--- config.mk ---
export PLATFORM = sky130hd
export DESIGN_NAME = dcfp_sequencer
export DESIGN_NICKNAME = d
export VERILOG_FILES = /design/src/rtl/dcfp_pkg.sv /design/src/rtl/dcfp_detect.sv /design/src/rtl/dcfp_zero_qual.sv /design/src/rtl/dcfp_timer.sv /design/src/rtl/dcfp_sequencer.sv
export SDC_FILE = /design/constraint.sdc
export NUM_CORES = 1
export LEC_CHECK = 0
export BUFFER_PORTS_ARGS = -buffer_cell sky130_fd_sc_hd__buf_2
export CELL_PAD_IN_SITES_DETAIL_PLACEMENT = 0
export CELL_PAD_IN_SITES_GLOBAL_PLACEMENT = 2
export CORE_AREA = 2 2 221 223
export DETAILED_ROUTE_END_ITERATION = 12
export DIE_AREA = 0 0 223 225
export PLACE_DENSITY = 0.84
export SYNTH_ARGS = -nofsm -noshare
export SYNTH_HDL_FRONTEND = slang
export SYNTH_SLANG_ARGS = --single-unit
--- constraint.sdc ---
create_clock -name clk -period 3.1 [get_ports clk]
set_input_delay 0.93 -clock clk [delete_from_list [all_inputs] [get_ports clk]]
set_output_delay 0.93 -clock clk [all_outputs]
set_load 0.01 [all_outputs]
--- src/rtl/dcfp_pkg.sv ---
package dcfp_pkg;
  typedef enum logic [2:0] {
    ST_RUN   = 3'd0,
    ST_BLOCK = 3'd1,
    ST_ISO   = 3'd2,
    ST_DISCH = 3'd3,
    ST_PRE   = 3'd4,
    ST_WAIT  = 3'd5
  } seq_state_e;
endpackage

--- src/rtl/dcfp_detect.sv ---
// Threshold comparisons done by cross-multiplication, no divider.
module dcfp_detect #(
  parameter int IW = 16,
  parameter int VW = 16
) (
  input  logic signed [IW-1:0]    i_dc,
  input  logic        [VW-1:0]    v_dc,
  input  logic        [VW-1:0]    rated_v,
  input  logic        [IW+VW-1:0] rated_p,
  output logic                    over_i,
  output logic                    under_v,
  output logic                    at_target
);
  localparam int MW = IW + VW + 3;
  localparam int XW = VW + 5;

  logic [IW-1:0] mag;
  logic [MW-1:0] i_lhs, i_rhs;
  logic [XW-1:0] v20, r17, v10, r9;

  always_comb begin
    mag   = i_dc[IW-1] ? IW'(-i_dc) : IW'(i_dc);
    i_lhs = MW'(mag) * MW'(rated_v) * MW'(5);
    i_rhs = MW'(rated_p) * MW'(6);
    v20   = XW'(v_dc) * XW'(20);
    r17   = XW'(rated_v) * XW'(17);
    v10   = XW'(v_dc) * XW'(10);
    r9    = XW'(rated_v) * XW'(9);
    over_i    = i_lhs > i_rhs;
    under_v   = v20 < r17;
    at_target = v10 >= r9;
  end
endmodule

--- src/rtl/dcfp_zero_qual.sv ---
// Counts consecutive valid in-band line current samples.
module dcfp_zero_qual #(
  parameter int IW = 16,
  parameter int CW = 8
) (
  input  logic                 clk,
  input  logic                 rst_n,
  input  logic                 en,
  input  logic                 smp_vld,
  input  logic signed [IW-1:0] i_line,
  input  logic        [IW-1:0] band,
  input  logic        [CW-1:0] hold_n,
  output logic                 done
);
  logic [CW-1:0] cnt_q, cnt_d;
  logic [IW-1:0] mag;
  logic          in_band;
  logic [CW:0]   need, reach;

  always_comb begin
    mag     = i_line[IW-1] ? IW'(-i_line) : IW'(i_line);
    in_band = mag <= band;
    need    = (hold_n == '0) ? (CW+1)'(1) : {1'b0, hold_n};
    reach   = {1'b0, cnt_q} + (CW+1)'(1);
    done    = en && smp_vld && in_band && (reach >= need);
    if (!en)
      cnt_d = '0;
    else if (smp_vld)
      cnt_d = !in_band ? '0 : (&cnt_q ? cnt_q : cnt_q + CW'(1));
    else
      cnt_d = cnt_q;
  end

  always_ff @(posedge clk or negedge rst_n) begin
    if (!rst_n) cnt_q <= '0;
    else        cnt_q <= cnt_d;
  end
endmodule

--- src/rtl/dcfp_timer.sv ---
// Down counter: load sets CNT-1, dec counts to zero and holds there.
module dcfp_timer #(
  parameter int CNT = 1000
) (
  input  logic clk,
  input  logic rst_n,
  input  logic load,
  input  logic dec,
  output logic zero
);
  localparam int TW = (CNT < 2) ? 1 : $clog2(CNT + 1);

  logic [TW-1:0] cnt_q, cnt_d;

  always_comb begin
    zero = (cnt_q == '0);
    if (load)
      cnt_d = TW'(CNT - 1);
    else if (dec && !zero)
      cnt_d = cnt_q - TW'(1);
    else
      cnt_d = cnt_q;
  end

  always_ff @(posedge clk or negedge rst_n) begin
    if (!rst_n) cnt_q <= '0;
    else        cnt_q <= cnt_d;
  end
endmodule

--- src/rtl/dcfp_sequencer.sv ---
module dcfp_sequencer
  import dcfp_pkg::*;
#(
  parameter int IW        = 16,
  parameter int VW        = 16,
  parameter int CW        = 8,
  parameter int DISCH_CYC = 12_500_000
) (
  input  logic                    clk,
  input  logic                    rst_n,
  input  logic                    smp_vld,
  input  logic signed [IW-1:0]    i_dc,
  input  logic        [VW-1:0]    v_dc,
  input  logic signed [IW-1:0]    i_line,
  input  logic        [VW-1:0]    rated_v,
  input  logic        [IW+VW-1:0] rated_p,
  input  logic        [IW-1:0]    zero_band,
  input  logic        [CW-1:0]    zero_hold,
  input  logic                    is_leader,
  input  logic                    peer_release,
  output logic                    gate_block,
  output logic                    disc_open,
  output logic                    dsch_on,
  output logic                    aux_close,
  output logic                    main_close,
  output logic                    release_all,
  output logic [2:0]              state_code
);
  seq_state_e state_q, state_d;
  logic disc_q, disc_d, rel_q, rel_d;
  logic over_i, under_v, at_target, zq_done, tmr_zero;

  dcfp_detect #(.IW(IW), .VW(VW)) u_detect (
    .i_dc(i_dc), .v_dc(v_dc), .rated_v(rated_v), .rated_p(rated_p),
    .over_i(over_i), .under_v(under_v), .at_target(at_target)
  );

  dcfp_zero_qual #(.IW(IW), .CW(CW)) u_zq (
    .clk(clk), .rst_n(rst_n), .en(state_q == ST_BLOCK), .smp_vld(smp_vld),
    .i_line(i_line), .band(zero_band), .hold_n(zero_hold), .done(zq_done)
  );

  dcfp_timer #(.CNT(DISCH_CYC)) u_tmr (
    .clk(clk), .rst_n(rst_n), .load(state_q == ST_ISO),
    .dec(state_q == ST_DISCH), .zero(tmr_zero)
  );

  always_comb begin
    state_d = state_q;
    unique case (state_q)
      ST_RUN:   if (smp_vld && (over_i || under_v)) state_d = ST_BLOCK;
      ST_BLOCK: if (zq_done) state_d = ST_ISO;
      ST_ISO:   state_d = is_leader ? ST_DISCH : ST_WAIT;
      ST_DISCH: if (tmr_zero) state_d = ST_PRE;
      ST_PRE: begin
        if (smp_vld && over_i)         state_d = ST_BLOCK;
        else if (smp_vld && at_target) state_d = ST_RUN;
      end
      ST_WAIT:  if (peer_release) state_d = ST_RUN;
      default:  state_d = ST_RUN;
    endcase
    disc_d = disc_q | (state_d == ST_ISO);
    rel_d  = (state_q == ST_PRE) && (state_d == ST_RUN);
  end

  always_ff @(posedge clk or negedge rst_n) begin
    if (!rst_n) begin
      state_q <= ST_RUN;
      disc_q  <= 1'b0;
      rel_q   <= 1'b0;
    end else begin
      state_q <= state_d;
      disc_q  <= disc_d;
      rel_q   <= rel_d;
    end
  end

  always_comb begin
    gate_block  = (state_q == ST_BLOCK) || (state_q == ST_ISO) ||
                  (state_q == ST_DISCH) || (state_q == ST_WAIT);
    dsch_on     = (state_q == ST_DISCH);
    aux_close   = (state_q == ST_PRE);
    main_close  = (state_q == ST_RUN);
    disc_open   = disc_q;
    release_all = rel_q;
    state_code  = state_q;
  end
endmodule

Word level (Yosys, flattened, before mapping):

Cells that the tools add are included.

* add/subtract/negate cells: 5
* multipliers: 7
* div/mod/pow operators: 0
* magnitude comparators: 5
* equal/unequal tests: 8
* shift-type cells: 0
* multiplexer cells: 17
* bitwise logic cells: 1
* reduce and logical (&&, ||, !) cells: 20

Operators with widths (count)
* $mux W24: 2
* $mux W8: 5
* $mul A16 B3 Y19 const B: 2
* $gt A35 B35 Y1: 1
* $mul A32 B3 Y35 const B: 1
* $mul A32 B2 Y34 const B: 1
* $mul A16 B16 Y32: 1
* $mux W16: 2
* $neg A16 Y16: 2
* $logic_not A24 Y1: 1
* $sub A24 B1 Y24 const B: 1
* $lt A21 B21 Y1: 1
* $mul A16 B5 Y21 const B: 1
* $mux W3: 7
* $ge A20 B20 Y1: 1
* $mul A16 B4 Y20 const B: 1
* $pmux W3 S6: 1
* $le A16 B16 Y1: 1
* $add A8 B1 Y9 const B: 1
* $eq A3 B2 Y1 const B: 3
* $ge A9 B9 Y1: 1
* $add A8 B1 Y8 const B: 1
* $logic_and A1 B1 Y1: 8
* $logic_not A8 Y1: 1
* 11 further kinds: 16

* register bits after elaboration: 37
* latch bits: 0
* RAM bits: 0
* ROM bits: 0
* bits of input ports: 125
* output and inout port bits: 9
* word-level logic and storage cells: 68
* memories: 0

Depth between registers and ports, before layout:

* depth in word-level cells: 11
* depth in mapped cells: 51

Modules after synthesis:

Synthesis repeated with hierarchy kept, for this count alone.

* cell total of the unflattened synthesis: 2310
* area total of the unflattened synthesis: 19092.1 µm²

Modules (own cells, without submodules)
* dcfp_detect: times used 1, cells an instance 1945, area an instance 15920.3 µm²
* dcfp_zero_qual: times used 1, cells an instance 189, area an instance 1475.2 µm²
* dcfp_timer: times used 1, cells an instance 142, area an instance 1385.1 µm²
* dcfp_sequencer: times used 1, cells an instance 34, area an instance 311.5 µm²

Worst setup path after synthesis:

No wires, ideal clock.

* kind: in2reg
* start: in i_dc[9]
* end: reg rel_q, in the netlist release_all
* setup time: 0.120 ns
* arrival time: 11.503 ns
* setup slack: -8.523 ns
* stages on the path: 44
* path through: or4_1 or3_1 o31ai_1 xnor2_1 clkbuf_1 nand2_1 fa_1 fa_1 inv_1 fa_1 fa_1 fa_1 inv_1 fa_1 inv_1 ha_1 a21oi_1 o21bai_1 [8 not listed] ha_1 a21o_1 a21oi_1 o31ai_1 a31o_2 a21o_1 a21oi_1 xnor2_1 ha_1 nand4_1 nor4_1 nand2_1 nor4_1 a31oi_1 a2111oi_0 o21a_1 nor2_1 and3_1

* word-level cells in the longest chain between the ends: 11

RTL lines
* start: declaration: line dcfp_sequencer.sv:12 `input logic signed [IW-1:0] i_dc,`
* $neg A16 Y16: line dcfp_detect.sv:22 `mag = i_dc[IW-1] ? IW'(-i_dc) : IW'(i_dc);`
* $mux W16 (*): line dcfp_detect.sv:22
* $mul A16 B16 Y32 (*): line dcfp_detect.sv:23 `i_lhs = MW'(mag) * MW'(rated_v) * MW'(5);`
* $mul A32 B3 Y35 (*): line dcfp_detect.sv:23
* $gt A35 B35 Y1 (*): line dcfp_detect.sv:29 `over_i = i_lhs > i_rhs;`
* $logic_or A1 B1 Y1: line dcfp_sequencer.sv:51 `ST_RUN: if (smp_vld && (over_i || under_v)) state_d = ST_BLOCK;`
* $logic_and A1 B1 Y1: line dcfp_sequencer.sv:51
* $mux W3: line dcfp_sequencer.sv:51
* $pmux W3 S6 (*): line dcfp_sequencer.sv:50 `unique case (state_q)`
* $logic_not A3 Y1 (*): line dcfp_sequencer.sv:63 `rel_d = (state_q == ST_PRE) && (state_d == ST_RUN);`
* $logic_and A1 B1 Y1 (*): line dcfp_sequencer.sv:63
* named net rel_d: line dcfp_sequencer.sv:30 `logic disc_q, disc_d, rel_q, rel_d;`
* end signal: assignment: line dcfp_sequencer.sv:74 `rel_q <= rel_d;`
* end: declaration: line dcfp_sequencer.sv:30

Mark *: on every way through the listed nets, which the timed path passes. The rest lies on a longest branch.
A chain may end at the register's enable or synchronous reset.

Worst setup path after layout:

* start: in i_dc[8]
* end: reg rel_q, in the netlist release_all

The elaborated chain is that of the path after synthesis.

==> run summary <==
====================================================================================================
Status ................................................................................ finished with violations
Violated checks ....................................................................... negative setup slack
Hold path startpoint .................................................................. disc_open$_DFF_PN0_
R2R depth .............................................................................            9
Startpoint of the worst-slack reg-to-reg timing path .................................. u_tmr.cnt_q[16]$_DFFE_PN0P_
Worst path most repeated cell .........................................................         fa_1
Pre-CTS worst setup slack .............................................................     -8.55 ns
Final instance area ...................................................................   0.0247 mm2
Share of async-settable or async-resettable flops after synthesis .....................         100%
Synth Register Bits ...................................................................           37
Worst path slowest cell ...............................................................        or4_4
Util after Layout .....................................................................        52.0%
GR Layer Usage met2 ...................................................................        37.3%
Met1 Use GR ...........................................................................        24.4%
PnR worst setup slack .................................................................     -8.06 ns
Number of iterations in the first detailed-routing pass ...............................            7
DIE AREA ..............................................................................   0.0502 mm2
WL final ..............................................................................      47.0 mm
Pin count of the biggest net entering global routing ..................................           38
Final setup violation count ...........................................................           13
Initial antenna violation count .......................................................            1
Highest attainable clock frequency ....................................................   0.0896 GHz
Critical path startpoint category .....................................................   input port
DRC violation count after routing .....................................................            0
Overflow after GRT ....................................................................            0
Final Max Slew Viols ..................................................................            0
Classification of the worst-slack hold path ...........................................   reg -> reg
Starting density of the core ..........................................................        38.8%
Sink Count ............................................................................           37
Mean instance size in the synthesized netlist .........................................     8.33 um2
Share of cells above drive strength 1 .................................................        28.0%
Die Ht ................................................................................       225 um
H-tree lvl count ......................................................................            2
Total global routing track utilization ................................................        19.5%
Arrival time at the worst endpoint ....................................................     11.33 ns
Gpl congestion ........................................................................        0.858
Hold Path End ......................................................................... disc_open$_DFF_PN0_
Clock period minus final worst setup slack ............................................     11.16 ns
Number of nets produced by synthesis ..................................................         2908
Maximum clock path buffer count .......................................................            2
Wire length of the first global-routing pass ..........................................      83.3 mm
Fin Setup TNS .........................................................................    -32.33 ns
Core area .............................................................................   0.0475 mm2
Met3 track demand over resource .......................................................        1.10%
Cell area after synthesis .............................................................   0.0185 mm2
Minimum setup slack among reg-to-reg paths ............................................      0.27 ns
Vias per std cell .....................................................................         4.94
Critical Setup Path Class .............................................................    in -> reg
Capturing element type of the critical path ...........................................     register
Period Utilization, post-route ........................................................         360%
Relative max-transition margin ........................................................        44.7%
Max-cap viol count ....................................................................            0
Count of cell types in the netlist ....................................................           76
Clock insertion delay at the later pin of the skew report .............................      0.28 ns
Required time of the critical path ....................................................      3.27 ns
WL per Instance .......................................................................      13.6 um
Final layout net count ................................................................         3526
FF-to-FF End .......................................................................... u_tmr.cnt_q[21]$_DFFE_PN0P_
Number of vias after detailed routing .................................................        17100
Total number of yosys warnings ........................................................            0
Max FO, Critical Path .................................................................            6
Min-Delay Path Depth ..................................................................            1
Inserted Clock Buffers ................................................................            5
Post-route clock skew .................................................................   0.00697 ns
Hold Violations, Final ................................................................            0
Boundary pin count ....................................................................          134
Slowest cell delay on critical path ...................................................      0.55 ns
Number of global-route vias before repair .............................................        18300
Sequential cell area fraction in the yosys report .....................................        5.01%
Clock-pin slew reported for the worst setup and hold paths after clock tree synthesis .      0.06 ns
HPWL after DPL ........................................................................      41.8 mm
Number of enable flip-flop cells after synthesis ......................................            0
1st-iter DRT viols ....................................................................          544
Post-Synthesis Cells ..................................................................         2217
Area grow syn2layout ..................................................................        33.7%
Dominant synthesized flop cell ........................................................      dfrtp_1
Number of placement rows ..............................................................           80
Setup repair after global routing missed its margin ...................................         true
Remaining antenna violation count after routing .......................................            0
CTS tree ..............................................................................          yes
Count of input and output buffers .....................................................          133
Worst Max-Slew Pin Slew ...............................................................     0.829 ns
Placed Area ...........................................................................   0.0239 mm2
Launching element of the worst setup path .............................................      i_dc[8]
Layer with the highest usage after global routing .....................................         met2
Clock root buffer .....................................................................    clkbuf_16
Die X-Extent ..........................................................................       223 um
====================================================================================================
==> flip-flops by register name, summed over array words and instances, names as in the netlist <==
| register | cells |
|---|---|
| u_zq.cnt_q | 8 |
| state_code | 3 |
| release_all | 1 |
| u_tmr.cnt_q | 24 |
| disc_open | 1 |
==> layout by cell type, fill, tap and decap left out, types with 7 or more instances in the layout <==
cell,count
a211oi_1,11
a21o_1,87
a21oi_1,111
a21oi_2,16
and2_1,103
and3_1,16
buf_2,130
buf_4,519
buf_6,10
dfrtp_1,37
fa_1,196
ha_1,355
ha_4,11
inv_1,312
nand2_1,212
nand2b_1,29
nand3_1,35
nand4_1,23
nor2_1,90
nor2b_1,17
nor3_1,21
o211ai_1,9
o21a_1,19
o21ai_0,68
o21ai_1,7
o21bai_1,11
or3_1,23
xnor2_1,106
xnor2_2,7
xor2_1,64
==> worst max-delay path, delay by kind of cell <==
family | cells | cell delay, ns
xor+xnor | 3 | 0.48
buf+inv | 6 | 0.58
fa+ha+maj | 10 | 3.90
compound gates | 16 | 2.57
simple gates | 12 | 2.82
==> cell families after synthesis <==
family / Yosys count / share of synthesized area (%)
flops: 37 / 5.01
fa+ha+maj: 566 / 46.4
compound gates: 426 / 15.0
mux: 4 / 0.217
xor+xnor: 179 / 8.49
buf+inv: 370 / 7.54
simple gates: 635 / 17.3
==> cell type report <==
type	count	area, um2
inverters	316	1190
multi-input cells	1810	16900
diodes	1	2.50
fillers	4464	22800
flip-flops and latches	37	926
well taps	615	769
repair buffers	665	4780
clock inverters	2	37.5
clock buffers	6	139
==> worst max-delay path by stage <==
stage / endpoint / slack (ns) / cells after the start
global route: release_all$_DFF_PN0_ / -8.47 / 46
global placement: release_all$_DFF_PN0_ / -8.38 / 45
CTS: release_all$_DFF_PN0_ / -8.08 / 46
detailed placement: release_all$_DFF_PN0_ / -8.55 / 46
finish: release_all$_DFF_PN0_ / -8.06 / 47
floorplan: release_all$_DFF_PN0_ / -7.71 / 45
==> Yosys cell counts, types with 36 or more instances <==
master / count / area share [%]
a21oi_1: 127 / 3.4
inv_1: 316 / 6.4
ha_1: 367 / 25
a21o_1: 87 / 3.5
nand3_1: 36 / 0.98
xnor2_1: 115 / 5.5
xor2_1: 64 / 3.0
o21ai_0: 78 / 2.1
dfrtp_1: 37 / 5.0
clkbuf_1: 50 / 1.0
fa_1: 199 / 22
nand2_1: 219 / 4.5
and2_1: 104 / 3.5
nor2_1: 95 / 1.9
==> through the flow <==
stage / hold WS, ns / std cells
floorplan: 0.467 / 2217
global placement: 0.448 / 3424
detailed placement: 0.454 / 3424
CTS: 0.467 / 3440
global route: 0.511 / 3452
finish: 0.461 / 3452
==> layer usage <==
metal | wire, um | vias to the layer above
met5 | 0 | -
met4 | 743 | 0
met3 | 1020 | 42
met2 | 24200 | 177
met1 | 21000 | 8112
li1 | - | 8720
==> timing repair <==
item / 4_1_cts / 5_1_grt
hold buffers: 0 / 0
pin swaps: 49 / 42
gates cloned: 0 / 0
setup endpoints to repair: 13 / 13
buffers inserted: 8 / 11
endpoints found under the hold margin: 0 / 0
resized for setup: 28 / 59
Power is not shown: default switching activity piles up to over one toggle a cycle in this logic, so the estimate is an artifact.
